==> config.mk <==
export PLATFORM = sky130hd
export DESIGN_NAME = eeprom_txn_seq
export DESIGN_NICKNAME = d
export VERILOG_FILES = /design/src/rtl/eeprom_seq_pkg.sv /design/src/rtl/seq_datapath.sv /design/src/rtl/seq_control.sv /design/src/rtl/eeprom_txn_seq.sv
export SDC_FILE = /design/constraint.sdc
export NUM_CORES = 1
export LEC_CHECK = 0
export ABC_AREA = 1
export BUFFER_PORTS_ARGS = -buffer_cell sky130_fd_sc_hd__buf_2
export CORE_ASPECT_RATIO = 0.5
export CORE_MARGIN = 3
export CORE_UTILIZATION = 59
export DETAILED_ROUTE_END_ITERATION = 6
export PLACE_DENSITY = 0.88
export SETUP_SLACK_MARGIN = 0.4
export SYNTH_ARGS = -nofsm -noshare
export SYNTH_HDL_FRONTEND = slang
export SYNTH_SLANG_ARGS = --single-unit
export TNS_END_PERCENT = 10
==> constraint.sdc <==
create_clock -name clk -period 3.1 [get_ports clk]
set_clock_uncertainty 0.2 [all_clocks]
set_input_delay 0.62 -clock clk [delete_from_list [all_inputs] [get_ports clk]]
set_output_delay 0.62 -clock clk [all_outputs]
set_load 0.005 [all_outputs]
==> src/rtl/eeprom_seq_pkg.sv <==
package eeprom_seq_pkg;

  typedef enum logic [2:0] {
    ENG_NONE  = 3'd0,
    ENG_START = 3'd1,
    ENG_STOP  = 3'd2,
    ENG_WRITE = 3'd3,
    ENG_READ  = 3'd4
  } engOp_e;

  typedef enum logic [1:0] {
    TXN_PROBE = 2'd0,
    TXN_WRITE = 2'd1,
    TXN_READ  = 2'd2
  } txnOp_e;

  typedef enum logic [1:0] {
    BSEL_CHIPW,
    BSEL_CHIPR,
    BSEL_ADDR,
    BSEL_DATA
  } byteSel_e;

  // strobes from the control FSM into the datapath
  typedef struct packed {
    logic     latch;
    logic     stepAddr;
    logic     stepData;
    logic     takeWr;
    logic     captureRx;
    logic     countFail;
    logic     flagErr;
    byteSel_e sel;
  } ctrlStrobe_t;

endpackage

==> src/rtl/seq_datapath.sv <==
module seq_datapath
  import eeprom_seq_pkg::*;
#(
  parameter int       ADDR_BYTES = 4,
  parameter int       CNT_W      = 9,
  parameter int       ALEN_W     = 3,
  parameter bit [6:0] OVF_MASK   = 7'h00
) (
  input  logic                    clk,
  input  logic                    rstN,
  input  ctrlStrobe_t             ctrl,
  input  logic                    busy,
  input  logic                    startReq,
  input  logic [1:0]              opSel,
  input  logic [6:0]              chipAddr,
  input  logic [8*ADDR_BYTES-1:0] regAddr,
  input  logic [ALEN_W-1:0]       addrLen,
  input  logic [CNT_W-1:0]        byteCount,
  input  logic [7:0]              wrData,
  input  logic [7:0]              engRxByte,
  output logic [1:0]              opQ,
  output logic                    addrNone,
  output logic                    addrLast,
  output logic                    dataLast,
  output logic [7:0]              txByte,
  output logic [7:0]              rdData,
  output logic [CNT_W-1:0]        failCount,
  output logic                    errFlag
);

  localparam int AW = 8 * ADDR_BYTES;

  logic [6:0]        chipQ;
  logic [AW-1:0]     addrSh;
  logic [ALEN_W-1:0] addrLeft;
  logic [CNT_W-1:0]  dataLeft;
  logic [7:0]        wrQ;
  logic [7:0]        rxQ;
  logic [AW+7:0]     hiBits;
  logic [6:0]        chipFold;

  // bits above the transmitted address bytes, merged into the device address
  assign hiBits   = {8'h00, regAddr} >> {addrLen, 3'b000};
  assign chipFold = chipAddr | (hiBits[6:0] & OVF_MASK);

  always_ff @(posedge clk or negedge rstN) begin
    if (!rstN) begin
      chipQ     <= '0;
      opQ       <= '0;
      addrSh    <= '0;
      addrLeft  <= '0;
      dataLeft  <= '0;
      wrQ       <= '0;
      rxQ       <= '0;
      failCount <= '0;
      errFlag   <= 1'b0;
    end else begin
      if (ctrl.latch) begin
        chipQ     <= chipFold;
        opQ       <= opSel;
        addrSh    <= regAddr << (8 * (ADDR_BYTES - int'(addrLen)));
        addrLeft  <= addrLen;
        dataLeft  <= byteCount;
        failCount <= '0;
        errFlag   <= 1'b0;
      end
      if (ctrl.stepAddr) begin
        addrSh   <= addrSh << 8;
        addrLeft <= addrLeft - 1'b1;
      end
      if (ctrl.stepData)  dataLeft  <= dataLeft - 1'b1;
      if (ctrl.takeWr)    wrQ       <= wrData;
      if (ctrl.captureRx) rxQ       <= engRxByte;
      if (ctrl.countFail) failCount <= failCount + 1'b1;
      if (ctrl.flagErr)   errFlag   <= 1'b1;
    end
  end

  assign addrNone = (addrLeft == '0);
  assign addrLast = (addrLeft == ALEN_W'(1));
  assign dataLast = (dataLeft == CNT_W'(1));
  assign rdData   = rxQ;

  always_comb begin
    case (ctrl.sel)
      BSEL_CHIPR: txByte = {chipQ, 1'b1};
      BSEL_ADDR:  txByte = addrSh[AW-1 -: 8];
      BSEL_DATA:  txByte = wrQ;
      default:    txByte = {chipQ, 1'b0};
    endcase
  end

  // a request during a transaction leaves the latched request alone
  a_r10_busy_start_ignored: assert property (@(posedge clk) disable iff (!rstN)
    (busy && startReq) |=> ($stable(chipQ) && $stable(opQ)));

endmodule

==> src/rtl/seq_control.sv <==
module seq_control
  import eeprom_seq_pkg::*;
#(
  parameter bit REP_START = 1'b0
) (
  input  logic        clk,
  input  logic        rstN,
  input  logic        startReq,
  input  logic [1:0]  opQ,
  input  logic        addrNone,
  input  logic        addrLast,
  input  logic        dataLast,
  input  logic        wrValid,
  input  logic        rdReady,
  input  logic        engDone,
  input  logic        engAckSeen,
  output ctrlStrobe_t ctrl,
  output logic        busy,
  output logic        done,
  output logic        wrReady,
  output logic        rdValid,
  output logic        engReq,
  output logic        engSendNack,
  output engOp_e      engOp
);

  typedef enum logic [3:0] {
    ST_IDLE, ST_START, ST_CHIPW, ST_ADDR, ST_TSTOP, ST_TSTART, ST_CHIPR,
    ST_WFETCH, ST_WSEND, ST_RREAD, ST_RHAND, ST_STOP, ST_DONE
  } state_e;

  state_e state, nextState, turnState;
  logic   pend, fin, isRead, isProbe;

  assign isRead    = (opQ == TXN_READ);
  assign isProbe   = (opQ == TXN_PROBE) || (opQ == 2'd3);
  assign turnState = REP_START ? ST_TSTART : ST_TSTOP;

  always_comb begin
    case (state)
      ST_START, ST_TSTART:                 engOp = ENG_START;
      ST_STOP, ST_TSTOP:                   engOp = ENG_STOP;
      ST_CHIPW, ST_ADDR, ST_CHIPR, ST_WSEND: engOp = ENG_WRITE;
      ST_RREAD:                            engOp = ENG_READ;
      default:                             engOp = ENG_NONE;
    endcase
  end

  assign engReq      = (engOp != ENG_NONE) && !pend;
  assign fin         = pend && engDone;
  assign engSendNack = (state == ST_RREAD) && dataLast;
  assign busy        = (state != ST_IDLE);
  assign done        = (state == ST_DONE);
  assign wrReady     = (state == ST_WFETCH);
  assign rdValid     = (state == ST_RHAND);

  always_comb begin
    ctrl      = '0;
    nextState = state;
    case (state)
      ST_CHIPR: ctrl.sel = BSEL_CHIPR;
      ST_ADDR:  ctrl.sel = BSEL_ADDR;
      ST_WSEND: ctrl.sel = BSEL_DATA;
      default:  ctrl.sel = BSEL_CHIPW;
    endcase
    case (state)
      ST_IDLE: if (startReq) begin
        ctrl.latch = 1'b1;
        nextState  = ST_START;
      end
      ST_START: if (fin) nextState = (isRead && addrNone) ? ST_CHIPR : ST_CHIPW;
      ST_CHIPW: if (fin) begin
        if (!engAckSeen) begin
          ctrl.flagErr = 1'b1;
          nextState    = ST_STOP;
        end else if (isProbe)   nextState = ST_STOP;
        else if (!addrNone)     nextState = ST_ADDR;
        else if (isRead)        nextState = turnState;
        else                    nextState = ST_WFETCH;
      end
      ST_ADDR: if (fin) begin
        ctrl.stepAddr = 1'b1;
        if (!engAckSeen) begin
          ctrl.flagErr = 1'b1;
          nextState    = ST_STOP;
        end else if (addrLast) nextState = isRead ? turnState : ST_WFETCH;
      end
      ST_TSTOP:  if (fin) nextState = ST_TSTART;
      ST_TSTART: if (fin) nextState = ST_CHIPR;
      ST_CHIPR: if (fin) begin
        if (!engAckSeen) begin
          ctrl.flagErr = 1'b1;
          nextState    = ST_STOP;
        end else nextState = ST_RREAD;
      end
      ST_WFETCH: if (wrValid) begin
        ctrl.takeWr = 1'b1;
        nextState   = ST_WSEND;
      end
      ST_WSEND: if (fin) begin
        ctrl.countFail = !engAckSeen;
        ctrl.stepData  = 1'b1;
        nextState      = dataLast ? ST_STOP : ST_WFETCH;
      end
      ST_RREAD: if (fin) begin
        ctrl.captureRx = 1'b1;
        nextState      = ST_RHAND;
      end
      ST_RHAND: if (rdReady) begin
        ctrl.stepData = 1'b1;
        nextState     = dataLast ? ST_STOP : ST_RREAD;
      end
      ST_STOP: if (fin) nextState = ST_DONE;
      ST_DONE: nextState = ST_IDLE;
      default: nextState = ST_IDLE;
    endcase
  end

  always_ff @(posedge clk or negedge rstN) begin
    if (!rstN) begin
      state <= ST_IDLE;
      pend  <= 1'b0;
    end else begin
      state <= nextState;
      if (engReq)       pend <= 1'b1;
      else if (engDone) pend <= 1'b0;
    end
  end

  // a command stays outstanding until the engine answers
  a_r12_single_outstanding: assert property (@(posedge clk) disable iff (!rstN)
    engReq |=> !engReq);

  // completion only follows a finished stop command
  a_r9_done_after_stop: assert property (@(posedge clk) disable iff (!rstN)
    $rose(done) |-> $past(engOp == ENG_STOP && engDone));

endmodule

==> src/rtl/eeprom_txn_seq.sv <==
module eeprom_txn_seq
  import eeprom_seq_pkg::*;
#(
  parameter int       ADDR_BYTES = 4,
  parameter int       CNT_W      = 9,
  parameter bit [6:0] OVF_MASK   = 7'h00,
  parameter bit       REP_START  = 1'b0,
  localparam int      ALEN_W     = $clog2(ADDR_BYTES + 1)
) (
  input  logic                    clk,
  input  logic                    rstN,
  input  logic                    startReq,
  input  logic [1:0]              opSel,
  input  logic [6:0]              chipAddr,
  input  logic [8*ADDR_BYTES-1:0] regAddr,
  input  logic [ALEN_W-1:0]       addrLen,
  input  logic [CNT_W-1:0]        byteCount,
  output logic                    busy,
  output logic                    done,
  output logic                    errNack,
  output logic [CNT_W-1:0]        failCount,
  input  logic [7:0]              wrData,
  input  logic                    wrValid,
  output logic                    wrReady,
  output logic [7:0]              rdData,
  output logic                    rdValid,
  input  logic                    rdReady,
  output logic                    engReq,
  output logic [2:0]              engOp,
  output logic [7:0]              engTxByte,
  output logic                    engSendNack,
  input  logic                    engDone,
  input  logic                    engAckSeen,
  input  logic [7:0]              engRxByte
);

  ctrlStrobe_t ctrl;
  engOp_e      engOpE;
  logic [1:0]  opQ;
  logic        addrNone, addrLast, dataLast;

  seq_control #(.REP_START(REP_START)) u_control (
    .clk(clk), .rstN(rstN), .startReq(startReq), .opQ(opQ),
    .addrNone(addrNone), .addrLast(addrLast), .dataLast(dataLast),
    .wrValid(wrValid), .rdReady(rdReady), .engDone(engDone), .engAckSeen(engAckSeen),
    .ctrl(ctrl), .busy(busy), .done(done), .wrReady(wrReady), .rdValid(rdValid),
    .engReq(engReq), .engSendNack(engSendNack), .engOp(engOpE)
  );

  seq_datapath #(
    .ADDR_BYTES(ADDR_BYTES), .CNT_W(CNT_W), .ALEN_W(ALEN_W), .OVF_MASK(OVF_MASK)
  ) u_datapath (
    .clk(clk), .rstN(rstN), .ctrl(ctrl), .busy(busy), .startReq(startReq),
    .opSel(opSel), .chipAddr(chipAddr), .regAddr(regAddr), .addrLen(addrLen),
    .byteCount(byteCount), .wrData(wrData), .engRxByte(engRxByte),
    .opQ(opQ), .addrNone(addrNone), .addrLast(addrLast), .dataLast(dataLast),
    .txByte(engTxByte), .rdData(rdData), .failCount(failCount), .errFlag(errNack)
  );

  assign engOp = engOpE;

  // read byte held under backpressure
  a_r11_rd_hold: assert property (@(posedge clk) disable iff (!rstN)
    (rdValid && !rdReady) |=> (rdValid && $stable(rdData)));

  // write stream only accepted inside a transaction
  a_r11_wr_ready_busy: assert property (@(posedge clk) disable iff (!rstN)
    wrReady |-> busy);

  // the error flag rises exactly as the stop command is issued
  a_r7_err_then_stop: assert property (@(posedge clk) disable iff (!rstN)
    $rose(errNack) |-> (engOpE == ENG_STOP));

endmodule

==> results of run 1 <==
[state kept, by name, summed over array words and instances, names as in the netlist]
register	flops
u_datapath.addrSh	32
u_datapath.dataLeft	9
u_datapath.failCount	9
u_datapath.rdData	8
u_datapath.wrQ	8
u_datapath.chipQ	7
u_control.state	4
u_datapath.addrLeft	3
u_datapath.opQ	2
u_control.pend	1
u_datapath.errFlag	1
[path summary, 6_finish.rpt]
path,cells past startpoint,from,endpoint
min in group clk,3,opSel[1],u_datapath.opQ[1]
worst max register to register,10,u_control.state[1],u_datapath.addrSh[14]
worst min-delay path,1,rstN,u_datapath.failCount[4]
worst max-delay path,7,u_control.state[0],engTxByte[1]
worst min register to register,2,u_datapath.chipQ[0],u_datapath.chipQ[0]
max in group asynchronous,2,rstN,u_control.pend
[cell type report]
type	instances	area (sq um)	share of cell area [%]
repair buffers	127	681	11.2
multi-input cells	518	2650	43.4
flip-flops and latches	84	2100	34.5
clock buffers	11	233	3.82
inverters	72	270	4.43
well taps	112	140	2.30
clock inverters	4	27.5	0.451
[logic make-up after synthesis]
kind of cell	Yosys count	synth area share [%]
AND/OR/NAND/NOR	395	32.0
buffers and inverters	101	8.32
AO/OA/AOI/OAI	86	10.9
flip-flops	84	40.7
multiplexers	20	4.27
adder cells (fa/ha/maj)	13	3.15
XOR/XNOR	4	0.679
[worst max-delay path, stage by stage, from the launching register on]
cell	delay (ps)
dfrtp_1	410
inv_1	170
ha_4	220
nand3_1	170
inv_2	240
nand2_1	80
o211ai_1	120
buf_2	150
[per-stage QoR]
step           utilization [%]  cell area [sq um]  hold WS (ps)  instances
6_report                  73.9               6100          84.4        928
5_1_grt                   73.9               6100           128        928
4_1_cts                   73.5               6070           107        925
3_5_place_dp              70.0               5780           269        908
3_3_place_gp              70.0               5780           266        908
2_1_floorplan                -               5160           124        703
[routing by layer]
layer,GRT usage [%],share of wire (%),vias up
met1,36.4,46,2309
met3,7.04,7.9,16
met4,8.00,1.4,0
li1,-,-,2483
met5,0,0,-
met2,43.3,45,209
[cell usage in the layout, fill, tap and decap left out, drive strengths merged, types with 4 or more instances in the layout]
master,netlist,routed
mux2,16,16
clkinv,1,5
inv,71,71
clkbuf,10,11
nand2,255,255
buf,19,127
dfrtp,84,84
nor2,56,56
o21ai,40,40
nand3,73,73
o22ai,16,16
mux2i,4,4
a21oi,9,9
o211ai,17,17
ha,13,13
[power groups by stage]
stage	registers, W	logic [W]	clock network [W]
final	0.00177	0.00223	0.000961
after floorplan	0.00171	0.00158	0
after global routing	0.00182	0.00253	0.00103
after CTS	0.00176	0.00221	0.000975
after global placement	0.00175	0.00209	0
after detailed placement	0.00177	0.00215	0
[repair_timing]
action / in CTS / in global routing
setup buffers: 2 / 3
cloned: 0 / 0
setup endpoints to repair: 9 / 30
pin swaps: 1 / 1
gates resized for setup: 4 / 1
==> impl_results.md, run 1 <==
* Unrepaired setup endpoints after global routing: yes
* Clock sink count at 84
* Vias per cell at between 5 and 6
* DP Wirelength at between 9000 and 10000 um
* Fraction of layout cells with a size suffix above 1 at between 20 and 25%
* Antenna-violating nets left at 0
* Syn avg cell area at between 7 and 8 sq um
* Gate power share at roughly 45%
* Setup TNS at 0 ps
* Core area at around 8300 sq um
* Tot GR Track Use at 26.8%
* First-pass GRT wire length at ~22000 um
* Initial antenna violation count at 0
* Worst-case clock buffer depth at 2
* Critical path arrival at 1900 ps
* Yosys cell types at 37
* Post-synth EDFFs at 0
* Ports at about 110
* Most used flip-flop cell after synthesis: dfrtp_1
* Worst Path Max Fanout at 11
* Routability cong. at 0.924
* Synthesized netlist cell count at about 700
* TritonCTS Buffers at 9
* Mapped cell area at just over 5000 sq um
* WL final at 13000 um
* Diodes inserted at 0
* Slew HR at about three fifths
* Fraction of registers with async set/reset at between 90% and 100%
* H-tree levels at 3
* Total number of placement rows at 23
* Worst Setup Slack, final at around 380 ps
* Die width at around 140 um
* Worst-Margin Slew at around 600 ps
* Placement Setup Slack at between 300 and 400 ps
* Register clock-pin slew on the reported worst setup and hold paths at 60 ps
* Crit path kind: reg -> out
* CTS tree: yes
* Switching Power at approximately 0.0020 W
* Final Cycle Share at between 80% and 90%
* Synth area leader: dfrtp_1
* Initial core utilization at a little over three fifths
* Post-route minimum period at 2720 ps
* Highest ir drop seen on vdd at around 0.37 mV
* Area grow syn2layout at 18.2%
* Remaining Overflow, GRT at 0
* Filler cells at between 600 and 700
* Drt drc at 0
* Wire per inst at 14.0 um
* Clock power frac at 19.4%
* Final setup viols at 0
* Seq/Total Area, Yosys at between 40% and 50%
* Min-delay worst type: in -> async
* Internal at 0.00292 W
* Synth top area share at 40.7%
* Sw Share at a little over 40%
* Req. time, crit path at approximately 2300 ps
* Worst skew pair latency at ~340 ps
* Final Net Count at about 900
* PortBufs at 110
* Synthesized Nets at about 790
* P_leak at 3.28 nW
* Final Hold Viols at 0
* Yosys Warn Count at 0
* Top cells by count, synth: 252 x nand2_1, 84 x dfrtp_1, 72 x nand3_1
* Drt initial violations at 503
* Status: completed
* Synth top area cells: dfrtp_1 41%, nand2_1 18%, nand3_1 7.0%
* Post-CTS Hold Buffers at 0
* Cell with the most instances after synthesis: nand2_1
* Sequential power share at around 36%
* Maxcap violations at 0
* Max-slew violation count at 0
* F_max at around 370 MHz
* Detailed-route via count at 5017
* Post-synthesis register bit count at 84
* Power, Total at slightly below 0.005 W
* Vias in the first global route at around 4600
* Pre-Repair DR Iteration Count at 5
* Pin count of the biggest net entering global routing at 51
* Reg2reg setup slack at 630 ps
* CP startpoint kind: flip-flop
* Crit. End Element: output port
* Die Height at roughly 72 um
* Die area at about 10000 sq um
* Clock root buffer: clkbuf_16
* Power Density at approximately 810 nW/um^2
Note: power is estimated with default switching activity, not from simulation.
==> run 2, diff against run 1 <==
Settings changed: RECOVER_POWER from default to 100.
==> impl_results.md, run 2 (synthesis gave the netlist of run 1 again) <==
* Status: completed
* Final Hold Viols at 0 (unchanged)
* Detailed-route via count at 5036 (+0.38%)
* Crit path buffers/inverters at 3 (unchanged)
* Area grow syn2layout at 16.3%
* Commonest non-fill, non-tap cell in the layout: nand2_1
* Clock power frac at 19.7% (+0.3 points)
* Pre-Repair DR Iteration Count at 5 (unchanged)
* Highest ir drop seen on vdd at 0.375 mV (+0.59%)
* Crit. End Element: output port
* Unrepaired setup endpoints after global routing: yes
* F_max at 353 MHz (-3.9%)
* PortBufs at 110 (unchanged)
* H-tree levels at 3 (unchanged)
* CP top delay family: buffers and inverters
* P_leak at 3.20 nW (-2.4%)
* Drt drc at 0 (unchanged)
* Register clock-pin slew on the reported worst setup and hold paths at 60 ps (about the same)
* Worst Setup Slack, final at 264 ps (-112 ps)
* Fraction of layout cells with a size suffix above 1 at 18.5% (-3.9 points)
* Initial core utilization at 62.5% (unchanged)
* Tot GR Track Use at 26.8% (unchanged)
* Wire per inst at 14.1 um (+0.57%)
* Worst Path Max Fanout at 11 (unchanged)
* Sw Share at 41.3% (+0.25 points)
* Final Net Count at 901 (unchanged)
* Setup TNS at 0 ps (unchanged)
* Clock root buffer: clkbuf_16
* Placement Setup Slack at 370 ps (unchanged)
* Internal at 0.00287 W (-1.7%)
* Remaining Overflow, GRT at 0 (unchanged)
* Gate power share at 44.2% (-0.7 points)
* Initial antenna violation count at 0 (unchanged)
* Switching Power at 0.00202 W (-0.67%)
* First-pass GRT wire length at 21700 um (unchanged)
* Commonest non-fill, non-tap cells in the layout: 252 x nand2_1, 93 x buf_2, 84 x dfrtp_1
* Core area at 8260 sq um (unchanged)
* Die Height at 72.1 um (unchanged)
* Sequential power share at 36.2% (+0.5 points)
* Clock sink count at 84 (unchanged)
* Met1 GRT Util at 36.4% (unchanged)
* Max reg flops at 32 (unchanged)
* Worst-path cell chain: inv_1, ha_4, nand3_1, inv_1, nand2_1, o211ai_1, clkbuf_2
* DP Wirelength at 9860 um (unchanged)
* Die width at 138 um (unchanged)
* Worst-Margin Slew at 1200 ps (+583 ps)
* Power Density at 816 nW/um^2 (+0.35%)
* Crit path kind: reg -> out
* GR Layer Usage met3 at 7.04% (unchanged)
* Worst hold slack at 270 ps (+185 ps)
* Diodes inserted at 0 (unchanged)
* M2 GR Usage at 43.3% (unchanged)
* Critical path's most frequent cell: inv_1
* Crit-path slowest cell: dfrtp_1
* Reg with most FFs: u_datapath.addrSh
* Final setup viols at 0 (unchanged)
* WL final at 13100 um (+0.57%)
* Ports at 111 (unchanged)
* GRT busiest layer: met2
* Die area at 9970 sq um (unchanged)
* Pin count of the biggest net entering global routing at 51 (unchanged)
* Worst-case clock buffer depth at 2 (unchanged)
* CTS tree: yes
* Worst skew pair latency at 340 ps (about the same)
* Filler cells at 657 (+4.0%)
* Post-CTS Hold Buffers at 0 (unchanged)
* Leading registers by flop count: u_datapath.addrSh (32), u_datapath.dataLeft (9), u_datapath.failCount (9)
* Routability cong. at 0.924 (unchanged)
* TritonCTS Buffers at 9 (unchanged)
* Max-slew violation count at 0 (unchanged)
* Antenna-violating nets left at 0 (unchanged)
* Vias in the first global route at 4560 (unchanged)
* Slew HR at 20.3% (-39 points)
* Power, Total at 0.00490 W (-1.3%)
* Drt initial violations at 431 (-14%)
* Post-route minimum period at 2840 ps (+112 ps)
* Final Cycle Share at 91.5% (+3.6 points)
* Req. time, crit path at 2280 ps (about the same)
* Critical Path Max Stage Delay at 410 ps (about the same)
* Min-delay worst type: in -> reg
* CP startpoint kind: flip-flop
* Vias per cell at 5.43 (+0.38%)
* Total number of placement rows at 23 (unchanged)
* Maxcap violations at 0 (unchanged)
* Critical path arrival at 2020 ps (+120 ps)
-- run 2: metrics by stage --
step,util (%),instances,instance area [sq um]
2_1_floorplan,-,703,5160
3_3_place_gp,70.0,908,5780
3_5_place_dp,70.0,908,5780
4_1_cts,73.5,925,6070
5_1_grt,72.7,928,6000
6_report,72.7,928,6000
-- run 2: routing by layer --
metal | wire [um] | share of wire, %
met5 | 0 | 0
met4 | 191 | 1.5
met3 | 1070 | 8.2
met2 | 5870 | 45
met1 | 5920 | 45
-- run 2: worst paths after layout --
path                                          start                       to  slack, ps  depth (start not counted)
worst max-delay path             u_control.state[0]             engTxByte[1]        260                          7
worst min-delay path                       opSel[1]        u_datapath.opQ[1]        270                          3
worst max register to register   u_control.state[0]    u_datapath.addrSh[14]        440                         10
worst min register to register  u_datapath.chipQ[0]      u_datapath.chipQ[0]        280                          2
max in group asynchronous                      rstN           u_control.pend        890                          2
min in group asynchronous                      rstN  u_datapath.failCount[4]        310                          1
-- run 2: power groups by stage --
stage / sequential (W) / clock, W / combinational, W
after floorplan: 0.00171 / 0 / 0.00158
after global routing: 0.00182 / 0.00103 / 0.00246
after global placement: 0.00175 / 0 / 0.00209
after CTS: 0.00176 / 0.000975 / 0.00221
after detailed placement: 0.00177 / 0 / 0.00215
final: 0.00177 / 0.000963 / 0.00216
-- run 2: area by class of cell --
class	instances	area, sq um	area share [%]
multi-input cells	518	2590	43.1
clock buffers	11	233	3.88
inverters	72	270	4.50
clock inverters	4	27.5	0.459
well taps	112	140	2.34
repair buffers	127	641	10.7
flip-flops and latches	84	2100	35.0
-- run 2: repair_timing --
item | 4_1_cts | 5_1_grt
setup buffers | 2 | 3
setup endpoints to repair | 9 | 30
pin swaps | 1 | 1
resized for setup | 4 | 1
-- run 2: worst min-delay path, stage by stage --
cell and delay [ps]:
buf_2 80, nand2_1 40, nand2_1 40
==> run 3, diff against run 2 <==
Settings changed: CTS_BUF_LIST from default to sky130_fd_sc_hd__clkbuf_16.
Clock period 3.1 ns to 3.35 ns, I/O delays scaled along.
==> impl_results.md, run 3 (synthesis gave the netlist of run 1 again) <==
* Maxcap violations at 1 (+1)
* Initial core utilization at 62.5% (unchanged)
* Placed Instances at 903 (-0.55%)
* Unrepaired setup endpoints after global routing: yes
* Worst-case clock buffer depth at 2 (unchanged)
* Routability cong. at 0.900 (-2.6%)
* CP startpoint kind: flip-flop
* Die Height at 72.1 um (unchanged)
* Crit. End Element: output port
* Final Cycle Share at 90.0%
* Post-route minimum period at slightly above 3000 ps
* Vias in the first global route at 4759 (+4.4%)
* F_max at about 330 MHz
* Final Hold Viols at 0 (unchanged)
* Total number of placement rows at 23 (unchanged)
* Slew HR at -34.6% (-55 points)
* Commonest non-fill, non-tap cells in the layout: 254 x nand2_1, 88 x buf_2, 84 x dfrtp_1
* Sw Share at 42.1% (+0.80 points)
* Clock root buffer: clkbuf_16
* Worst skew pair latency at 340 ps (about the same)
* Wire per inst at 14.5 um (+3.3%)
* Remaining Overflow, GRT at 0 (unchanged)
* Max-slew violation count at 85 (+85)
* Final setup viols at 0 (unchanged)
* Drt initial violations at 551 (+28%)
* Crit path kind: reg -> out
* Gate power share at 44.0% (-0.2 points)
* Setup TNS at 0 ps (unchanged)
* TritonCTS Buffers at 9 (unchanged)
* Power Density at 764 nW/um^2 (-6.4%)
* Min-delay worst type: reg -> reg
* Detailed-route via count at 5054 (+0.36%)
* Critical Path Max Stage Delay at 520 ps (+110 ps)
* Drt drc at 0 (unchanged)
* Failing checks: capacitance limit, slew limit
* Initial antenna violation count at 0 (unchanged)
* Leading registers by flop count: u_datapath.addrSh (32), u_datapath.dataLeft (9), u_datapath.failCount (9)
* Vias per cell at 5.50 (+1.3%)
* Max reg flops at 32 (unchanged)
* H-tree levels at 3 (unchanged)
* Fraction of layout cells with a size suffix above 1 at 17.3% (-1.2 points)
* Clock sink count at 84 (unchanged)
* Clock power frac at 19.9% (+0.2 points)
* Die width at 138 um (unchanged)
* DP Wirelength at 9630 um (-2.3%)
* Reg with most FFs: u_datapath.addrSh
* Ports at 111 (unchanged)
* Diodes inserted at 0 (unchanged)
* Pin count of the biggest net entering global routing at 85 (+67%)
* Critical path's most frequent cell: nand2_1
* Worst-path cell chain: nor2_4, nand2_1, inv_1, nand2_1, nand3_1, buf_2
* Register clock-pin slew on the reported worst setup and hold paths at 60 ps (about the same)
* Status: complete, but fails checks
* CTS tree: yes
* Antenna-violating nets left at 0 (unchanged)
* Tot GR Track Use at 27.3% (+0.47 points)
* Critical path arrival at 2150 ps (+130 ps)
* Internal at 0.00263 W (-8.6%)
* PortBufs at 110 (unchanged)
* Core area at 8260 sq um (unchanged)
* Worst Path Max Fanout at 16 (+5)
* Pre-Repair DR Iteration Count at 6 (+1)
* Filler cells at 669 (+1.8%)
* Die area at 9970 sq um (unchanged)
* Crit-path slowest cell: dfrtp_1
* Req. time, crit path at 2480 ps (+200 ps)
* Commonest non-fill, non-tap cell in the layout: nand2_1
* Post-CTS Hold Buffers at 0 (unchanged)
* WL final at 13400 um (+2.3%)
* P_leak at 3.14 nW (-1.7%)
* Worst-Margin Slew at 2020 ps (+823 ps)
* Sequential power share at 36.1% (about the same)
* Non-filler instance count after layout at 919 (-0.97%)
* First-pass GRT wire length at 22300 um (+2.9%)
* Highest ir drop seen on vdd at 0.371 mV (-1.1%)
* Switching Power at 0.00191 W (-5.5%)
* Final Net Count at 891 (-1.1%)
* Area grow syn2layout at 15.1%
## run 3: routing by layer
metal | track usage, % | share of wire (%) | vias up
met5 | 0 | 0 | -
met4 | 8.54 | 1.9 | 0
met3 | 5.20 | 7.5 | 30
met2 | 46.1 | 46 | 246
met1 | 36.5 | 45 | 2319
li1 | - | - | 2459
## run 3: area by class of cell
class                   count  area [sq um]  area share [%]
multi-input cells         518          2580            43.5
well taps                 112           140            2.36
flip-flops and latches     84          2100            35.4
clock inverters             7          41.3           0.695
clock buffers               9           225            3.79
inverters                  72           273            4.59
repair buffers            117           577            9.71
## run 3: what timing repair did
item,4_1_cts,5_1_grt
setup buffers,0,0
resized for setup,3,2
endpoints found under the setup margin,9,8
## run 3: worst paths after layout
kind / startpoint / end / slack (ps) / depth (start not counted)
hold reg to reg: u_datapath.opQ[1] / u_datapath.opQ[1] / 290 / 2
setup / recovery: u_control.state[3] / engTxByte[5] / 330 / 6
max in group asynchronous: rstN / u_datapath.addrSh[20] / 1070 / 1
setup reg to reg: u_control.state[3] / u_datapath.addrLeft[1] / 470 / 8
hold / removal: u_datapath.opQ[1] / u_datapath.opQ[1] / 290 / 2
min in group asynchronous: rstN / u_datapath.failCount[3] / 690 / 1
## run 3: per-stage QoR
step / setup slack, ps / total power [W] / util (%) / cell area (sq um) / hold WS, ps
floorplan: 909 / 0.00304 / - / 5160 / 174
global placement: 566 / 0.00356 / 69.6 / 5750 / 264
detailed placement: 440 / 0.00363 / 69.6 / 5750 / 272
CTS: 443 / 0.00457 / 72.9 / 6020 / 287
global route: 180 / 0.00489 / 71.9 / 5940 / 315
finish: 333 / 0.00454 / 71.9 / 5940 / 290
## run 3: power by group through the flow
stage	Clock, W	Sequential, W	Combinational (W)
after global routing	0.000955	0.00169	0.00225
final	0.000902	0.00164	0.00200
after CTS	0.000915	0.00163	0.00203
after global placement	0	0.00162	0.00193
after detailed placement	0	0.00163	0.00199
after floorplan	0	0.00158	0.00146
## run 3: worst max-delay path, delay by kind of cell, from the launching register on
kind                   cells  cell delay (ps)
buffers and inverters      2              400
DFF                        1              520
and+or+nand+nor            4              890
